[src/rtl/codec_mbox_pkg.sv]
package codec_mbox_pkg;
  parameter int WORD_W = 32;
  parameter int IDX_W  = 7;
  parameter int DAT_W  = 16;
  parameter int RD_BIT = DAT_W + IDX_W;
  localparam int IDX_LO = DAT_W;
  localparam int IDX_HI = DAT_W + IDX_W - 1;
  localparam int N_IRQ  = 2;
  localparam int IRQ_SENT  = 0;
  localparam int IRQ_READY = 1;
endpackage

[src/rtl/mbox_cmd_buf.sv]
module mbox_cmd_buf
  import codec_mbox_pkg::*;
(
  input  logic              clk,
  input  logic              rst_n,
  input  logic              host_wr,
  input  logic [WORD_W-1:0] host_wdata,
  input  logic              link_take,
  output logic              full,
  output logic [WORD_W-1:0] word,
  output logic              err,
  output logic              sent_ev,
  output logic              take_rd,
  output logic [IDX_W-1:0]  take_idx
);
  logic              full_q, full_d;
  logic [WORD_W-1:0] word_q, word_d;
  logic              err_q, err_d;
  logic              sent_q, sent_d;
  logic              accept, take;

  assign accept = host_wr & ~full_q;
  assign take   = link_take & full_q;

  always_comb begin
    full_d = full_q;
    word_d = word_q;
    err_d  = err_q;
    sent_d = sent_q;
    if (take) begin
      full_d = 1'b0;
      sent_d = 1'b1;
    end
    if (accept) begin
      full_d = 1'b1;
      word_d = host_wdata;
      err_d  = 1'b0;
      sent_d = 1'b0;
    end else if (host_wr) begin
      err_d  = 1'b1;
    end
  end

  always_ff @(posedge clk or negedge rst_n) begin
    if (!rst_n) begin
      full_q <= 1'b0;
      word_q <= '0;
      err_q  <= 1'b0;
      sent_q <= 1'b0;
    end else begin
      full_q <= full_d;
      word_q <= word_d;
      err_q  <= err_d;
      sent_q <= sent_d;
    end
  end

  assign full     = full_q;
  assign word     = word_q;
  assign err      = err_q;
  assign sent_ev  = sent_q;
  assign take_rd  = take & word_q[RD_BIT];
  assign take_idx = word_q[IDX_HI:IDX_LO];
endmodule

[src/rtl/mbox_sts_buf.sv]
module mbox_sts_buf
  import codec_mbox_pkg::*;
(
  input  logic              clk,
  input  logic              rst_n,
  input  logic              take_rd,
  input  logic [IDX_W-1:0]  take_idx,
  input  logic              ret_valid,
  input  logic [IDX_W-1:0]  ret_idx,
  input  logic [DAT_W-1:0]  ret_data,
  input  logic              host_rd,
  output logic              full,
  output logic              ovf,
  output logic [WORD_W-1:0] word
);
  logic              pend_q, pend_d;
  logic [IDX_W-1:0]  pidx_q, pidx_d;
  logic              full_q, full_d;
  logic              ovf_q, ovf_d;
  logic [WORD_W-1:0] word_q, word_d;
  logic              match;

  assign match = ret_valid & pend_q & (ret_idx == pidx_q);

  always_comb begin
    pend_d = pend_q;
    pidx_d = pidx_q;
    full_d = full_q;
    ovf_d  = ovf_q;
    word_d = word_q;
    if (take_rd) begin
      pend_d = 1'b1;
      pidx_d = take_idx;
    end else if (match) begin
      pend_d = 1'b0;
    end
    if (match) begin
      word_d = '0;
      word_d[IDX_HI:IDX_LO] = ret_idx;
      word_d[DAT_W-1:0]     = ret_data;
      full_d = 1'b1;
      ovf_d  = full_q & ~host_rd;
    end else if (host_rd) begin
      full_d = 1'b0;
      ovf_d  = 1'b0;
    end
  end

  always_ff @(posedge clk or negedge rst_n) begin
    if (!rst_n) begin
      pend_q <= 1'b0;
      pidx_q <= '0;
      full_q <= 1'b0;
      ovf_q  <= 1'b0;
      word_q <= '0;
    end else begin
      pend_q <= pend_d;
      pidx_q <= pidx_d;
      full_q <= full_d;
      ovf_q  <= ovf_d;
      word_q <= word_d;
    end
  end

  assign full = full_q;
  assign ovf  = ovf_q;
  assign word = word_q;
endmodule

[src/rtl/mbox_irq.sv]
module mbox_irq
  import codec_mbox_pkg::*;
(
  input  logic             clk,
  input  logic             rst_n,
  input  logic             en_we,
  input  logic [N_IRQ-1:0] en_wdata,
  input  logic [N_IRQ-1:0] src,
  output logic [N_IRQ-1:0] irq
);
  logic [N_IRQ-1:0] en_q, en_d;

  always_comb begin
    en_d = en_q;
    if (en_we) en_d = en_wdata;
  end

  always_ff @(posedge clk or negedge rst_n) begin
    if (!rst_n) en_q <= '0;
    else        en_q <= en_d;
  end

  for (genvar i = 0; i < N_IRQ; i++) begin : g_gate
    assign irq[i] = src[i] & en_q[i];
  end
endmodule

[src/rtl/codec_reg_mailbox.sv]
module codec_reg_mailbox
  import codec_mbox_pkg::*;
(
  input  logic              clk,
  input  logic              rst_n,
  input  logic              host_wr_cmd,
  input  logic [WORD_W-1:0] host_wdata,
  input  logic              host_rd_status,
  output logic [WORD_W-1:0] host_rdata,
  input  logic              ien_we,
  input  logic [N_IRQ-1:0]  ien_wdata,
  output logic              wr_err,
  output logic              rbuf_full,
  output logic              rbuf_ovf,
  output logic              irq_wempty,
  output logic              irq_rfull,
  output logic              link_cmd_valid,
  output logic [WORD_W-1:0] link_cmd_word,
  input  logic              link_take,
  input  logic              link_ret_valid,
  input  logic [IDX_W-1:0]  link_ret_idx,
  input  logic [DAT_W-1:0]  link_ret_data
);
  logic [1:0]       rst_sync_q;
  logic             rst_int_n;
  logic             sent_ev, take_rd;
  logic [IDX_W-1:0] take_idx;
  logic [N_IRQ-1:0] irq_src, irq_vec;

  always_ff @(posedge clk or negedge rst_n) begin
    if (!rst_n) rst_sync_q <= 2'b00;
    else        rst_sync_q <= {rst_sync_q[0], 1'b1};
  end
  assign rst_int_n = rst_sync_q[1];

  mbox_cmd_buf u_cmd (
    .clk(clk), .rst_n(rst_int_n),
    .host_wr(host_wr_cmd), .host_wdata(host_wdata), .link_take(link_take),
    .full(link_cmd_valid), .word(link_cmd_word), .err(wr_err),
    .sent_ev(sent_ev), .take_rd(take_rd), .take_idx(take_idx)
  );

  mbox_sts_buf u_sts (
    .clk(clk), .rst_n(rst_int_n),
    .take_rd(take_rd), .take_idx(take_idx),
    .ret_valid(link_ret_valid), .ret_idx(link_ret_idx), .ret_data(link_ret_data),
    .host_rd(host_rd_status),
    .full(rbuf_full), .ovf(rbuf_ovf), .word(host_rdata)
  );

  assign irq_src[IRQ_SENT]  = sent_ev;
  assign irq_src[IRQ_READY] = rbuf_full;

  mbox_irq u_irq (
    .clk(clk), .rst_n(rst_int_n),
    .en_we(ien_we), .en_wdata(ien_wdata), .src(irq_src), .irq(irq_vec)
  );

  assign irq_wempty = irq_vec[IRQ_SENT];
  assign irq_rfull  = irq_vec[IRQ_READY];
endmodule

[config.mk]
export PLATFORM = sky130hd
export DESIGN_NAME = codec_reg_mailbox
export DESIGN_NICKNAME = d
export VERILOG_FILES = /design/src/rtl/codec_mbox_pkg.sv /design/src/rtl/mbox_cmd_buf.sv /design/src/rtl/mbox_sts_buf.sv /design/src/rtl/mbox_irq.sv /design/src/rtl/codec_reg_mailbox.sv
export SDC_FILE = /design/constraint.sdc
export NUM_CORES = 1
export LEC_CHECK = 0
export BUFFER_PORTS_ARGS = -buffer_cell sky130_fd_sc_hd__buf_2
export CAP_MARGIN = 20
export CORE_UTILIZATION = 40
export DETAILED_ROUTE_END_ITERATION = 8
export PLACE_DENSITY_LB_ADDON = 0.08
export SLEW_MARGIN = 20
export SYNTH_ARGS = -nofsm -noshare
export SYNTH_HDL_FRONTEND = slang
export SYNTH_SLANG_ARGS = --single-unit
[constraint.sdc]
create_clock -name clk -period 2.9 [get_ports clk]
set_input_delay 0.29 -clock clk [delete_from_list [all_inputs] [get_ports clk]]
set_output_delay 0.29 -clock clk [all_outputs]
set_load 0.02 [all_outputs]
Word-level counts from Yosys, hierarchy flattened
Index checks and enable logic that the tools add are counted.
{ "word_totals": {"regBits": 72, "input_bits": 64, "wordCells": 37, "output_inout_bits": 70} }
{ "op_classes": {"bitwise": 10, "n_eq_ne": 1, "n_reduce_logical": 4, "n_mux": 11} }
{ "ops": {"columns": ["op", "count"], "rows": [
  ["two-way mux 1 bit", 11],
  ["AND 1 bit", 8],
  ["nonzero test 2 bit", 4],
  ["equality test 7 bit", 1],
  ["NOT 1 bit", 2]
]} }

Logic depth before layout (Yosys ltp)
{ "depth": {"depth_word": 4, "ltp_mapped": 6, "depth_no_buf": 4} }

By module
From an unflattened synthesis, not the netlist that was laid out.
{ "hier_totals": {"hier_cells": 187, "area_unflattened_um2": 3129.3} }
{ "modules_own_cells": {"columns": ["mod", "n_inst", "cells_each", "area_each_um2", "seq_area_each_um2"], "rows": [
  ["mbox_cmd_buf", 1, 86, 1519.0, 875.8],
  ["mbox_sts_buf", 1, 92, 1471.4, 825.8],
  ["mbox_irq", 1, 6, 85.1, 50.0],
  ["codec_reg_mailbox", 1, 3, 53.8, 50.0]
]} }

Least setup slack after synthesis
No wires, ideal clock.
{ "synth_path": {"kind": "register -> register", "start": "reg u_sts.pidx_q[3]", "end": "reg u_sts.word_q[10], in the netlist u_sts.word[10]", "t_arrival_ns": 1.703, "setup_ns": 0.125, "stages_incl_launch_ff": 7, "path_buffers": 2, "path_slack_ns": 1.072, "synth_period_minus_slack_ns": 1.828, "required_ns": 2.775, "cell_sequence": "dfrtp_1 > xnor2_1 > nand4_1 > or4_1 > buf_6 > buf_12 > mux2_4"} }
{ "synth_via": {"elab_chain_len": 2} }
{ "synth_rtl": {"columns": ["element", "line_no", "source"], "rows": [
  ["start: declaration", "mbox_sts_buf.sv:17", "logic [IDX_W-1:0] pidx_q, pidx_d;"],
  ["start signal: assignment", "mbox_sts_buf.sv:58", "pidx_q <= pidx_d;"],
  ["equality test 7 bit", "mbox_sts_buf.sv:23", "assign match = ret_valid & pend_q & (ret_idx == pidx_q);"],
  ["AND 1 bit", "mbox_sts_buf.sv:23", null],
  ["end signal: assignment", "mbox_sts_buf.sv:61", "word_q <= word_d;"],
  ["end: declaration", "mbox_sts_buf.sv:20", "logic [WORD_W-1:0] word_q, word_d;"]
]} }
No other way between the ends.
A chain may end at the register's enable or synchronous reset.

Final worst setup path
{ "layout_path": {"start": "reg u_sts.pidx_q[6]", "end": "reg u_sts.word_q[14], in the netlist u_sts.word[14]"} }
Same word-level chain as after synthesis.

==> qor.txt <==
Status -> finished, final reports clean
Critical hold path startpoint -> ien_wdata[1]
Remaining antenna violation count after routing -> 0
Post-synthesis sequential element count -> 72
Growth of design area from synthesis to finish -> 31.1%
Total Nets Final -> 375
Cell area after synthesis -> 2900 um^2
Hold Worst Slack -> 0.177 ns
Number of sinks driven by the clock tree -> 72
Yosys warnings -> 0
Max-slew violation count -> 0
Slowest stage cell on the critical path -> sky130_fd_sc_hd__or4_1
Worst clock skew -> 0.0105 ns
Final setup violation count -> 0
Max Buffers Root-to-Sink -> 2
Register-to-Register Setup Slack -> 0.72 ns
Largest net degree at the start of global routing -> 31
Cell variety after synth -> 22
Achievable frequency -> 0.459 GHz
Core region area -> 6910 um^2
Die footprint -> 7600 um^2
Routed vias/inst -> 4.51
Antenna Diode Count -> 0
R2R cell count -> 5
Fraction of layout cells with a size suffix above 1 -> 66.8%
Number of I/O pins -> 134
Final hold violation count -> 0
Startpoint class of the critical path -> register
Worst-path clk slew -> 0.08 ns
Source of the worst register-to-register timing path -> u_sts.pidx_q[6]
Final core occ -> 55.1%
Initial antenna violation count -> 0
Pre-CTS WS -> 0.687 ns
Shortest clock period the worst path allows after layout -> 2.18 ns
Number of standard cells after synthesis -> 179
Kind of critical path -> reg2reg
Total Routed Length -> 5490 um
Quantity of I/O buffers inserted on ports -> 124
Cell depth of the worst min-delay path -> 2
Sum of buffers and inverters on the critical path -> 1
Worst Hold Class -> in2reg
Final setup margin -> 0.721 ns
CP cell instances -> xnor2_1 -> nand4_1 -> or4_1 -> buf_4 -> mux2_4
DRC violation count after routing -> 0
Wire per inst -> 13.3 um
Capture instance of the worst register-to-register path -> u_sts.word[14]
Vias in the first global route -> 1867
CTS tree -> built
Crit-path leading delay family -> simple AND/OR/NAND/NOR gates
Worst-Skew Late Latency -> 0.34 ns
Mean post-synth cell area -> 16.2 um^2
Standby leakage power -> 2.02 nW
Total congestion overflow -> 0
Initial Util -> 42.0%
Buffer cell driving the clock tree root -> sky130_fd_sc_hd__clkbuf_8
Most common library cell in the layout ignoring fill and taps -> sky130_fd_sc_hd__buf_2
Max_cap viols -> 0
Endpoint with the worst hold slack -> u_irq.en_q[1]
Element type at the critical path end -> register
Slowest cell delay on critical path -> 0.74 ns
Power Dens Cells -> 935 nW/um^2
Placer's final routability congestion estimate -> 0.672
H-tree levels -> 3
Horizontal die dimension -> 87.2 um
GRT Resource Usage Total -> 15.4%
Die extent in y -> 87.2 um
Initial DRC count -> 52
Postcts setup bufs -> 0
Setup repair after global routing missed its margin -> no
First-pass GRT wire length -> 8730 um
Via count -> 1860
TNS Setup -> 0 ns
WP data arrival -> 2.39 ns
Number of detailed-routing iterations run before antenna repair -> 4
Required time of the critical path -> 3.12 ns
Largest fanout on the critical path -> 19
Half-perimeter wire length after placement -> 3980 um
Most used cells in the layout excluding fill and tap cells -> 124 x sky130_fd_sc_hd__buf_2, 71 x sky130_fd_sc_hd__dfrtp_1, 48 x sky130_fd_sc_hd__mux2_2
Highest ir drop seen on vdd -> 0.376 mV
Number of buffers created by CTS -> 9
Post-route fraction of the period consumed by the critical path -> 75.1%
Proportion of synthesized chip area in sequential cells -> 62.0%
Number of placement rows -> 30
## flip-flops by register name, indices dropped and copies added (netlist names)
register	count
u_cmd.word	32
u_sts.full	1
u_cmd.full	1
u_sts.ovf	1
rst_sync_q	2
u_sts.pidx_q	7
u_cmd.err	1
u_irq.en_q	2
u_sts.pend_q	1
u_sts.word	23
u_cmd.sent_ev	1
## power breakdown
part / leakage [nW] / switching [mW] / internal [mW]
Clock: 0.106 / 0.360 / 0.507
Combinational: 1.02 / 0.605 / 0.570
Sequential: 0.890 / 0.186 / 1.33
Total: 2.02 / 1.15 / 2.41
## layer usage
layer | GRT usage (%) | vias to the layer above | wire [um]
met4 | 4.92 | 0 | 55
met3 | 7.68 | 5 | 555
li1 | - | 863 | -
met5 | 0 | - | 0
met1 | 19.2 | 911 | 2440
met2 | 23.3 | 81 | 2440
## cell type report
cell class / instances / area [um^2]
inverters: 2 / 7.51
well taps: 96 / 120
flip-flops and latches: 72 / 1800
clock buffers: 11 / 141
fillers: 636 / 3100
repair buffers: 129 / 661
multi-input cells: 97 / 993
clock inverters: 5 / 80.1
## metrics by stage
stage / std cells / power (mW) / cell area [um^2]
6_report: 412 / 3.56 / 3810
5_1_grt: 412 / 3.77 / 3810
4_1_cts: 412 / 3.62 / 3810
3_5_place_dp: 395 / 2.72 / 3570
3_3_place_gp: 395 / 2.70 / 3570
2_1_floorplan: 187 / 2.33 / 2930
## cell families after synthesis
kind of cell / Yosys count / share of synthesized area, %
xor+xnor: 7 / 2.11
buf+inv: 18 / 4.87
flops: 72 / 62.0
compound gates: 4 / 0.948
simple gates: 10 / 2.03
other cells: 2 / 0.259
mux: 66 / 27.7
## synthesized netlist by cell type (all sizes together)
cell type	count	area share (%)
dfrtp	72	62
mux2	65	27
buf	12	4.1
xnor2	5	1.5
clkbuf	4	0.52
and2	2	0.43
conb	2	0.26
inv	2	0.26
nand2b	2	0.43
nand3	2	0.34
o21ai	2	0.34
xor2	2	0.60
a21bo	1	0.34
a21o	1	0.26
mux2i	1	0.34
nand2	1	0.13
nand4	1	0.22
nor2b	1	0.22
or4	1	0.26
## how the worst max path moves through the flow
stage / from / cells past startpoint / end / slack [ns]
after global placement: link_ret_idx[1] / 6 / u_sts.word[12] / 0.72
after global routing: u_sts.pidx_q[3] / 5 / u_sts.word[14] / 0.60
after detailed placement: link_ret_idx[1] / 6 / u_sts.word[14] / 0.69
after floorplan: rst_sync_q[1] / 0 / u_cmd.err / 0.75
after CTS: u_sts.pidx_q[6] / 5 / u_sts.word[14] / 0.70
final: u_sts.pidx_q[6] / 5 / u_sts.word[14] / 0.72
## timing repair
action	CTS	global route
endpoints found under the hold margin	2	0
gates resized for setup	0	0
hold buffers	1	0
endpoints found under the setup margin	0	0
Power figures use the tool's default switching activity.
